$ cat src/rtl/hcs_pkg.sv
package hcs_pkg;

    localparam int NLIST   = 2;
    localparam int REG_W   = 32;

    localparam int BIT_RST = 0;
    localparam int BIT_CTL = 1;
    localparam int BIT_BLK = 2;

    localparam int CTRL_ROUTE_BIT = 2;

    typedef enum logic [1:0] {
        FS_RESET   = 2'd0,
        FS_RESUME  = 2'd1,
        FS_OPER    = 2'd2,
        FS_SUSPEND = 2'd3
    } fstate_e;

    typedef struct packed {
        logic start;
        logic found;
        logic last;
        logic sw_set;
    } lst_ev_t;

    typedef struct packed {
        logic walk;
        logic filled;
    } lst_st_t;

    function automatic int flag_pos(input int idx);
        return BIT_CTL + idx;
    endfunction

endpackage

$ cat src/rtl/hcs_list_flag.sv
module hcs_list_flag
    import hcs_pkg::*;
(
    input  logic    clk,
    input  logic    rst,
    input  logic    hold_clr,
    input  lst_ev_t ev,
    output lst_st_t st
);

    always_ff @(posedge clk) begin
        if (rst || hold_clr) begin
            st <= '0;
        end else begin
            if (ev.start)
                st.walk <= st.filled;
            else if (ev.last)
                st.walk <= 1'b0;

            if (ev.sw_set || ev.found)
                st.filled <= 1'b1;
            else if (ev.start)
                st.filled <= 1'b0;
        end
    end

    p_skip_r3: assert property (@(posedge clk) disable iff (rst || hold_clr)
        (ev.start && !st.filled) |=> !st.walk);

    p_take_r4: assert property (@(posedge clk) disable iff (rst || hold_clr)
        (ev.start && st.filled && !ev.sw_set && !ev.found) |=> (st.walk && !st.filled));

    p_found_r5: assert property (@(posedge clk) disable iff (rst || hold_clr)
        ev.found |=> st.filled);

    p_end_r5: assert property (@(posedge clk) disable iff (rst || hold_clr)
        (ev.last && !ev.start) |=> !st.walk);

    p_setwins_r6: assert property (@(posedge clk) disable iff (rst || hold_clr)
        (ev.sw_set && ev.start) |=> st.filled);

endmodule

$ cat src/rtl/hcs_reset_seq.sv
module hcs_reset_seq #(
    parameter int RST_CYCLES = 400
) (
    input  logic clk,
    input  logic rst,
    input  logic req,
    output logic enter,
    output logic busy
);

    localparam int CW = $clog2(RST_CYCLES + 1);

    logic [CW-1:0] cnt;

    assign enter = req && !busy;

    always_ff @(posedge clk) begin
        if (rst) begin
            busy <= 1'b0;
            cnt  <= '0;
        end else if (enter) begin
            busy <= 1'b1;
            cnt  <= CW'(RST_CYCLES - 1);
        end else if (busy) begin
            if (cnt == '0)
                busy <= 1'b0;
            else
                cnt <= cnt - 1'b1;
        end
    end

    // independent age counter for the bounded-duration check
    logic [CW:0] age;
    always_ff @(posedge clk) begin
        if (rst || !busy)
            age <= '0;
        else
            age <= age + 1'b1;
    end

    p_bounded_r8: assert property (@(posedge clk) disable iff (rst)
        busy |-> (age < (CW+1)'(RST_CYCLES)));

    p_start_r8: assert property (@(posedge clk) disable iff (rst)
        (req && !busy) |=> busy);

    p_cause_r8: assert property (@(posedge clk) disable iff (rst)
        $rose(busy) |-> $past(req));

endmodule

$ cat src/rtl/hcs_ctrl_reg.sv
module hcs_ctrl_reg
    import hcs_pkg::*;
(
    input  logic       clk,
    input  logic       rst,
    input  logic       enter,
    input  logic       wr,
    input  logic [2:0] wdata,
    output fstate_e    state,
    output logic       route
);

    always_ff @(posedge clk) begin
        if (rst) begin
            state <= FS_RESET;
            route <= 1'b0;
        end else if (enter) begin
            state <= FS_SUSPEND;
        end else if (wr) begin
            state <= fstate_e'(wdata[1:0]);
            route <= wdata[CTRL_ROUTE_BIT];
        end
    end

    p_keep_route_r9: assert property (@(posedge clk) disable iff (rst)
        enter |=> (state == FS_SUSPEND && route == $past(route)));

    p_load_r11: assert property (@(posedge clk) disable iff (rst)
        (wr && !enter) |=> (route == $past(wdata[CTRL_ROUTE_BIT])));

endmodule

$ cat src/rtl/hcs_cmd_status.sv
module hcs_cmd_status
    import hcs_pkg::*;
#(
    parameter int RST_CYCLES = 400
) (
    input  logic              clk,
    input  logic              rst,
    input  logic              reg_wr,
    input  logic              reg_addr,
    input  logic [REG_W-1:0]  reg_wdata,
    output logic [REG_W-1:0]  reg_rdata,
    input  logic [NLIST-1:0]  lst_start,
    input  logic [NLIST-1:0]  lst_found,
    input  logic [NLIST-1:0]  lst_end,
    output logic [NLIST-1:0]  lst_walk,
    output logic [NLIST-1:0]  lst_pending,
    output logic              bus_block
);

    logic    busy;
    logic    enter;
    logic    soft_req;
    logic    wr_ok;
    logic    hold_clr;
    fstate_e fstate;
    logic    route;
    logic    unused_wdata;

    assign unused_wdata = ^reg_wdata[REG_W-1:3];

    assign soft_req = reg_wr && !reg_addr && reg_wdata[BIT_RST];
    assign wr_ok    = reg_wr && !busy && !enter;
    assign hold_clr = enter || busy;

    hcs_reset_seq #(.RST_CYCLES(RST_CYCLES)) u_seq (
        .clk   (clk),
        .rst   (rst),
        .req   (soft_req),
        .enter (enter),
        .busy  (busy)
    );

    hcs_ctrl_reg u_ctrl (
        .clk   (clk),
        .rst   (rst),
        .enter (enter),
        .wr    (wr_ok && reg_addr),
        .wdata (reg_wdata[2:0]),
        .state (fstate),
        .route (route)
    );

    for (genvar i = 0; i < NLIST; i++) begin : g_list
        lst_ev_t ev;
        lst_st_t st;

        assign ev.start  = lst_start[i];
        assign ev.found  = lst_found[i];
        assign ev.last   = lst_end[i];
        assign ev.sw_set = wr_ok && !reg_addr && reg_wdata[flag_pos(i)];

        hcs_list_flag u_flag (
            .clk      (clk),
            .rst      (rst),
            .hold_clr (hold_clr),
            .ev       (ev),
            .st       (st)
        );

        assign lst_walk[i]    = st.walk;
        assign lst_pending[i] = st.filled;
    end

    always_comb begin
        reg_rdata = '0;
        if (!reg_addr) begin
            reg_rdata[BIT_RST] = busy;
            reg_rdata[BIT_CTL] = lst_pending[0];
            reg_rdata[BIT_BLK] = lst_pending[1];
        end else begin
            reg_rdata[1:0]            = fstate;
            reg_rdata[CTRL_ROUTE_BIT] = route;
        end
    end

    assign bus_block = busy;

    p_quiet_r10: assert property (@(posedge clk) disable iff (rst)
        busy |=> (lst_walk == '0 && lst_pending == '0));

    p_upper_zero_r1: assert property (@(posedge clk) disable iff (rst)
        reg_rdata[REG_W-1:3] == '0);

    p_busy_bit_r8: assert property (@(posedge clk) disable iff (rst)
        (!reg_addr) |-> (reg_rdata[BIT_RST] == bus_block));

endmodule

$ cat config.mk
export PLATFORM = sky130hd
export DESIGN_NAME = hcs_cmd_status
export DESIGN_NICKNAME = d
export VERILOG_FILES = /design/src/rtl/hcs_pkg.sv /design/src/rtl/hcs_list_flag.sv /design/src/rtl/hcs_reset_seq.sv /design/src/rtl/hcs_ctrl_reg.sv /design/src/rtl/hcs_cmd_status.sv
export SDC_FILE = /design/constraint.sdc
export NUM_CORES = 1
export LEC_CHECK = 0
export BUFFER_PORTS_ARGS = -buffer_cell sky130_fd_sc_hd__buf_2
export CAP_MARGIN = 20
export CORE_MARGIN = 3
export CORE_UTILIZATION = 40
export DETAILED_ROUTE_END_ITERATION = 10
export GPL_TIMING_DRIVEN = 0
export PLACE_DENSITY = 0.79
export SKIP_LAST_GASP = 1
export SYNTH_ARGS = -nofsm -noshare
export SYNTH_HDL_FRONTEND = slang
export SYNTH_SLANG_ARGS = --single-unit
$ cat constraint.sdc
create_clock -name clk -period 2.5 [get_ports clk]
set_clock_uncertainty 0.2 [all_clocks]
set_input_delay 0 -clock clk [delete_from_list [all_inputs] [get_ports clk]]
set_output_delay 0 -clock clk [all_outputs]
set_load 0.02 [all_outputs]
======== Yosys cells after proc, flatten, opt, wreduce, memory -nomap -nowiden ========
Cells that the tools add are included.
storage, ports and cells
  register bits after elaboration ......... 17
  output and inout bits ................... 37
  logic and storage cells ................. 57
operators by class
  add/subtract/negate cells ............... 1
  eq/ne operators ......................... 1
  multiplexer cells ....................... 17
  bitwise gates (word level) .............. 2
  reductions and logical operators ........ 27
operators with widths
  kind                                                                 count
  9-bit 2-to-1 mux                                                     3
  2-bit nonzero test                                                   6
  1-bit 2-to-1 mux                                                     11
  1-bit logical AND                                                    9
  9-bit logical NOT                                                    1
  9-bit by 1-bit subtractor with 9-bit output (second input constant)  1
  2-bit AND reduction                                                  3
  1-bit logical OR                                                     4
  2-bit 2-to-1 mux                                                     2
  1-bit logical NOT                                                    3
  3-bit 2-to-1 mux                                                     1
  2-bit inequality test (second input constant)                        1
  1-bit NOT                                                            2
  2-bit OR reduction                                                   1

======== Longest topological paths before layout ========
  depth after elaboration ................. 10
  mapped depth ............................ 5
  gate-level depth less buffers ........... 5

======== Modules after synthesis ========
Synthesis repeated with hierarchy kept, for this count alone.
second synthesis, totals
  cells, all modules ...................... 129
  area, all modules ....................... 1129.8 µm²
modules (own cells, without submodules)
  module          instances  cells an instance  area an instance (µm²)  seq. area each (µm²)
  hcs_reset_seq   1          61                 535.5                   200.2
  hcs_cmd_status  1          40                 306.5                   0.0
  hcs_list_flag   2          8                  82.6                    40.0
  hcs_ctrl_reg    1          12                 122.6                   60.1

======== Worst setup path after synthesis ========
No wires, ideal clock.
  path kind ............................... register -> register
  start ................................... register u_seq.cnt[0]
  end ..................................... register u_seq.cnt[1]
  setup time .............................. 0.121 ns
  data arrival time ....................... 1.656 ns
  required time ........................... 2.179 ns
  slack ................................... 0.523 ns
  stages on the path, launching flop included .. 6
  clock period less this slack ............ 1.977 ns
  cell sequence ........................... dfxtp_1 -> inv_1 -> ha_1 -> nor4b_1 -> a21bo_2 -> mux2_2
on the way
  longest elaborated chain between the ends .. 4
  elaborated cells on any way between the ends .. 7
  those cells by class .................... add/sub: 1; eq/ne: 1; mux: 3; reduce/logical: 2
ends and longest elaborated chain
  element                                      line                 source
  start, declared                              hcs_reset_seq.sv:13  logic [CW-1:0] cnt;
  start signal, assigned                       hcs_reset_seq.sv:23  cnt <= CW'(RST_CYCLES - 1);
  start signal, assigned                       hcs_reset_seq.sv:28  cnt <= cnt - 1'b1;
  9-bit by 1-bit subtractor with 9-bit output  hcs_reset_seq.sv:28
  9-bit 2-to-1 mux                             hcs_reset_seq.sv:25  if (cnt == '0)
  9-bit 2-to-1 mux                             hcs_reset_seq.sv:24  end else if (busy) begin
  9-bit 2-to-1 mux                             hcs_reset_seq.sv:21  end else if (enter) begin
Parallel ways exist; a longest one is shown, timed or not. The select of a mux whose other input is x is not followed.
A chain may end at the register's enable or synchronous reset.

======== Worst setup path in the final report ========
  start ................................... register u_seq.busy
  end ..................................... register u_ctrl.route
on the way
  longest elaborated chain between the ends .. 6
  elaborated cells on any way between the ends .. 8
  those cells by class .................... bitwise: 1; reduce/logical: 7
ends and longest elaborated chain
  element                                 line                  source
  start, declared                         hcs_reset_seq.sv:8    output logic busy
  start signal, assigned                  hcs_reset_seq.sv:19   busy <= 1'b0;
  start signal, assigned                  hcs_reset_seq.sv:22   busy <= 1'b1;
  start signal, assigned                  hcs_reset_seq.sv:26   busy <= 1'b0;
  1-bit logical NOT *                     n/a
  1-bit logical AND                       hcs_reset_seq.sv:15   assign enter = req && !busy;
  1-bit logical NOT                       hcs_cmd_status.sv:32  assign wr_ok = reg_wr && !busy && !enter;
  1-bit logical AND                       hcs_cmd_status.sv:32
  1-bit logical AND                       hcs_cmd_status.sv:47  .wr (wr_ok && reg_addr),
  2-bit AND reduction (no source line) *  n/a
  end signal, assigned                    hcs_ctrl_reg.sv:21    route <= wdata[CTRL_ROUTE_BIT];
  end, declared                           hcs_ctrl_reg.sv:10    output logic route
Every way passes the cells marked *; elsewhere a longest branch is shown, timed or not.

==> impl_metrics.env <==
export IMPL_dr_first_iter_drc_count=17
export IMPL_slowest_delay_ns=0.58
export IMPL_gr_total_overflow=0
export IMPL_ys_ff_latch=17
export IMPL_gp_congestion=0.7739
export IMPL_dieHeight_um=57.96
export IMPL_port_buffers=19
export IMPL_synth_async_sr_flop_share=0
export IMPL_drc=0
export IMPL_seqPwrFrac=0.447
export IMPL_tightest_slew_ns=0.5635
export IMPL_power_share_switching=0.3311
export IMPL_cts_buffers_inserted=3
export IMPL_wl_per_cell_um=11.90
export IMPL_p_comb_frac=0.325
export IMPL_drive_gt1_frac=0.3299
export IMPL_power_frac_clock=0.228
export IMPL_pwr_density_cell_nw_per_um2=441.6
export IMPL_dr_pass1_iters=4
export IMPL_vias=1091
export IMPL_min_delay_start="reg_addr"
export IMPL_top_level_ports=79
export IMPL_vias_per_cell=4.806
export IMPL_row_count=18
export IMPL_yosysMostFrequentCell="buf_4"
export IMPL_path_cells="clkbuf_2 -> nor2b_1 -> nand3_1 -> dlygate4sd3_1 -> a21oi_1 -> dlygate4sd3_1"
export IMPL_post_route_period_util=0.9580
export IMPL_grt_pass1_wl_mm=4.271
export IMPL_fmax_mhz=417.6
export IMPL_cts_sinks=17
export IMPL_startpoint="u_seq.busy"
export IMPL_cts_setup_buffers=0
export IMPL_arrival_ns=2.45
export IMPL_slowest_stage="dlygate4sd3_1"
export IMPL_diodes=0
export IMPL_critPathMostFrequentCell="dlygate4sd3_1"
export IMPL_fillers=210
export IMPL_final_nets=241
export IMPL_dp_hpwl_mm=1.705
export IMPL_synth_ff_type="dfxtp_1"
export IMPL_syn_avg_cell_area_um2=8.502
export IMPL_cts_tree="yes"
export IMPL_tns_ns=0
export IMPL_power_uw=680.7
export IMPL_path_class="flop to flop"
export IMPL_grt_usage=0.1637
export IMPL_setup_viol=0
export IMPL_hp_class="input pin to flop"
export IMPL_reg2reg_from="u_seq.busy"
export IMPL_cp_max_fo=10
export IMPL_final_hold_viol_count=0
export IMPL_post_route_min_period_ns=2.395
export IMPL_leakage_nw=0.7431
export IMPL_root_buffer="clkbuf_4"
export IMPL_syn_inst=127
export IMPL_cp_required_ns=2.56
export IMPL_cts_max_path_buffers=2
export IMPL_htree_levels=1
export IMPL_synth_distinct_cells=38
export IMPL_crit_path_start_kind="flop"
export IMPL_synthTopCellsByCount="buf_4 (29), dfxtp_1 (17), a21oi_1 (14)"
export IMPL_area_growth_pct=42.76
export IMPL_yosysWarnings=0
export IMPL_seq_area_frac_synth=0.3152
export IMPL_grt_pass1_vias=997
export IMPL_p_switching_uw=225.4
export IMPL_dieArea_um2=3359
export IMPL_start_util=0.4281
export IMPL_die_w_um=57.96
export IMPL_totalWireLength_mm=2.701
export IMPL_ir_drop_uv=407.7
export IMPL_synth_top_area_cell="dfxtp_1"
export IMPL_grt_setup_unrepaired="false"
export IMPL_antenna_left=0
export IMPL_path_clk_slew_ns=0.10
export IMPL_synthTopCellsByArea="dfxtp_1 (32%), buf_4 (20%), a21oi_1 (6.5%), mux2_2 (4.2%), nor2_1 (3.5%)"
export IMPL_slew_limit_headroom=0.6233
export IMPL_status="complete, no violations"
export IMPL_antenna_found_initial=0
export IMPL_clock_latency_ns=0.30
export IMPL_synth_edf_count=0
export IMPL_syn_area_um2=1080
export IMPL_grt_max_degree=11
export IMPL_drv_cap=0
export IMPL_end_kind="flop"
export IMPL_coreArea_um2=2522
export IMPL_slew_viol_final=0
export IMPL_p_int_uw=455.3
export IMPL_synthDominantCellAreaShare=0.3152
==> final cells by class <==
cell class                 count  area (um^2)  share of cell area
multi-input combinational     99        588.1              0.3815
sequential                    17        340.3              0.2208
timing repair buffer          38        285.3              0.1851
buffer                        33        241.5              0.1567
tap                           30        37.54             0.02435
inverter                       6        22.52             0.01461
clock buffer                   4        26.28             0.01705
==> power groups by stage <==
| stage | sequential (mW) | clock, mW | combinational, mW |
|---|---|---|---|
| 2_1_floorplan | 0.311 | 0 | 0.149 |
| 3_3_place_gp | 0.308 | 0 | 0.184 |
| 3_5_place_dp | 0.309 | 0 | 0.189 |
| 4_1_cts | 0.302 | 0.153 | 0.213 |
| 5_1_grt | 0.307 | 0.163 | 0.242 |
| 6_report | 0.304 | 0.155 | 0.221 |
==> per-stage QoR <==
step | setup WS [ns] | cell area (um^2) | hold slack (ns) | cells | utilization
6_report | 0.1051 | 1541 | 0.1445 | 227 | 0.6111
5_1_grt | 0.006837 | 1541 | 0.2168 | 227 | 0.6111
4_1_cts | 0.09453 | 1534 | 0.1319 | 227 | 0.6081
3_5_place_dp | 0.2238 | 1318 | 0.03176 | 204 | 0.5223
3_3_place_gp | 0.3319 | 1318 | 0.01799 | 204 | 0.5223
2_1_floorplan | 0.5233 | 1185 | -0.07407 | 155 | -
==> timing repair <==
| item | 4_1_cts | 5_1_grt |
|---|---|---|
| endpoints found under the setup margin | 0 | 2 |
| hold buffers | 19 | 0 |
| resized for setup | 0 | 3 |
| endpoints found under the hold margin | 14 | 0 |
==> placed cells by master, fill, tap and decap left out, drive strengths merged, types with 2 or more instances in the layout <==
cell type,Yosys,final
inv,6,6
or4,3,3
nor3b,2,2
a221oi,2,2
dlygate4sd3,0,19
nand4bb,2,2
a21oi,14,14
clkbuf,3,7
nor3,2,2
mux2,4,4
a211o,4,4
o21ai,3,3
or4b,2,2
nor2,10,10
dfxtp,17,17
buf,30,49
o31ai,2,2
nor4b,2,2
nand2,4,4
conb,1,29
==> per-layer routing <==
layer | part of all wire | vias up | global-route usage | routed length [um]
met3 | 0.076 | 2 | 0.04900 | 204
met2 | 0.53 | 49 | 0.3081 | 1443
met1 | 0.38 | 507 | 0.1786 | 1035
met5 | 0 | - | 0 | 0
met4 | 0.0067 | 0 | 0.03642 | 18
li1 | - | 533 | - | -
==> registers in the layout (all words and copies together) (netlist names) <==
| signal | count |
|---|---|
| u_seq.cnt | 9 |
| u_ctrl.state | 2 |
| u_seq.busy | 1 |
| g_list.u_flag.st | 4 |
| u_ctrl.route | 1 |
==> critical path: cells and delay by family (launching register included) <==
family / cells / cell delay [ns]
AND/OR/NAND/NOR: 2 / 0.35
flip-flops: 1 / 0.35
buffers and inverters: 3 / 1.31
AO/OA/AOI/OAI: 1 / 0.13
==> worst paths after layout <==
kind	end	slack (ns)	depth (start not counted)
setup / recovery	u_ctrl.route	0.11	6
hold / removal	g_list[0].u_flag.st[0]	0.14	4
hold reg to reg	u_seq.cnt[8]	0.32	2
setup reg to reg	u_ctrl.route	0.11	6
==> cells by family after synthesis <==
family	share of synthesized area
other cells	0.003473
mux	0.04171
compound gates	0.1808
buf+inv	0.2433
fa+ha+maj	0.01159
simple gates	0.2040
flops	0.3152
Power figures use the tool's default switching activity.
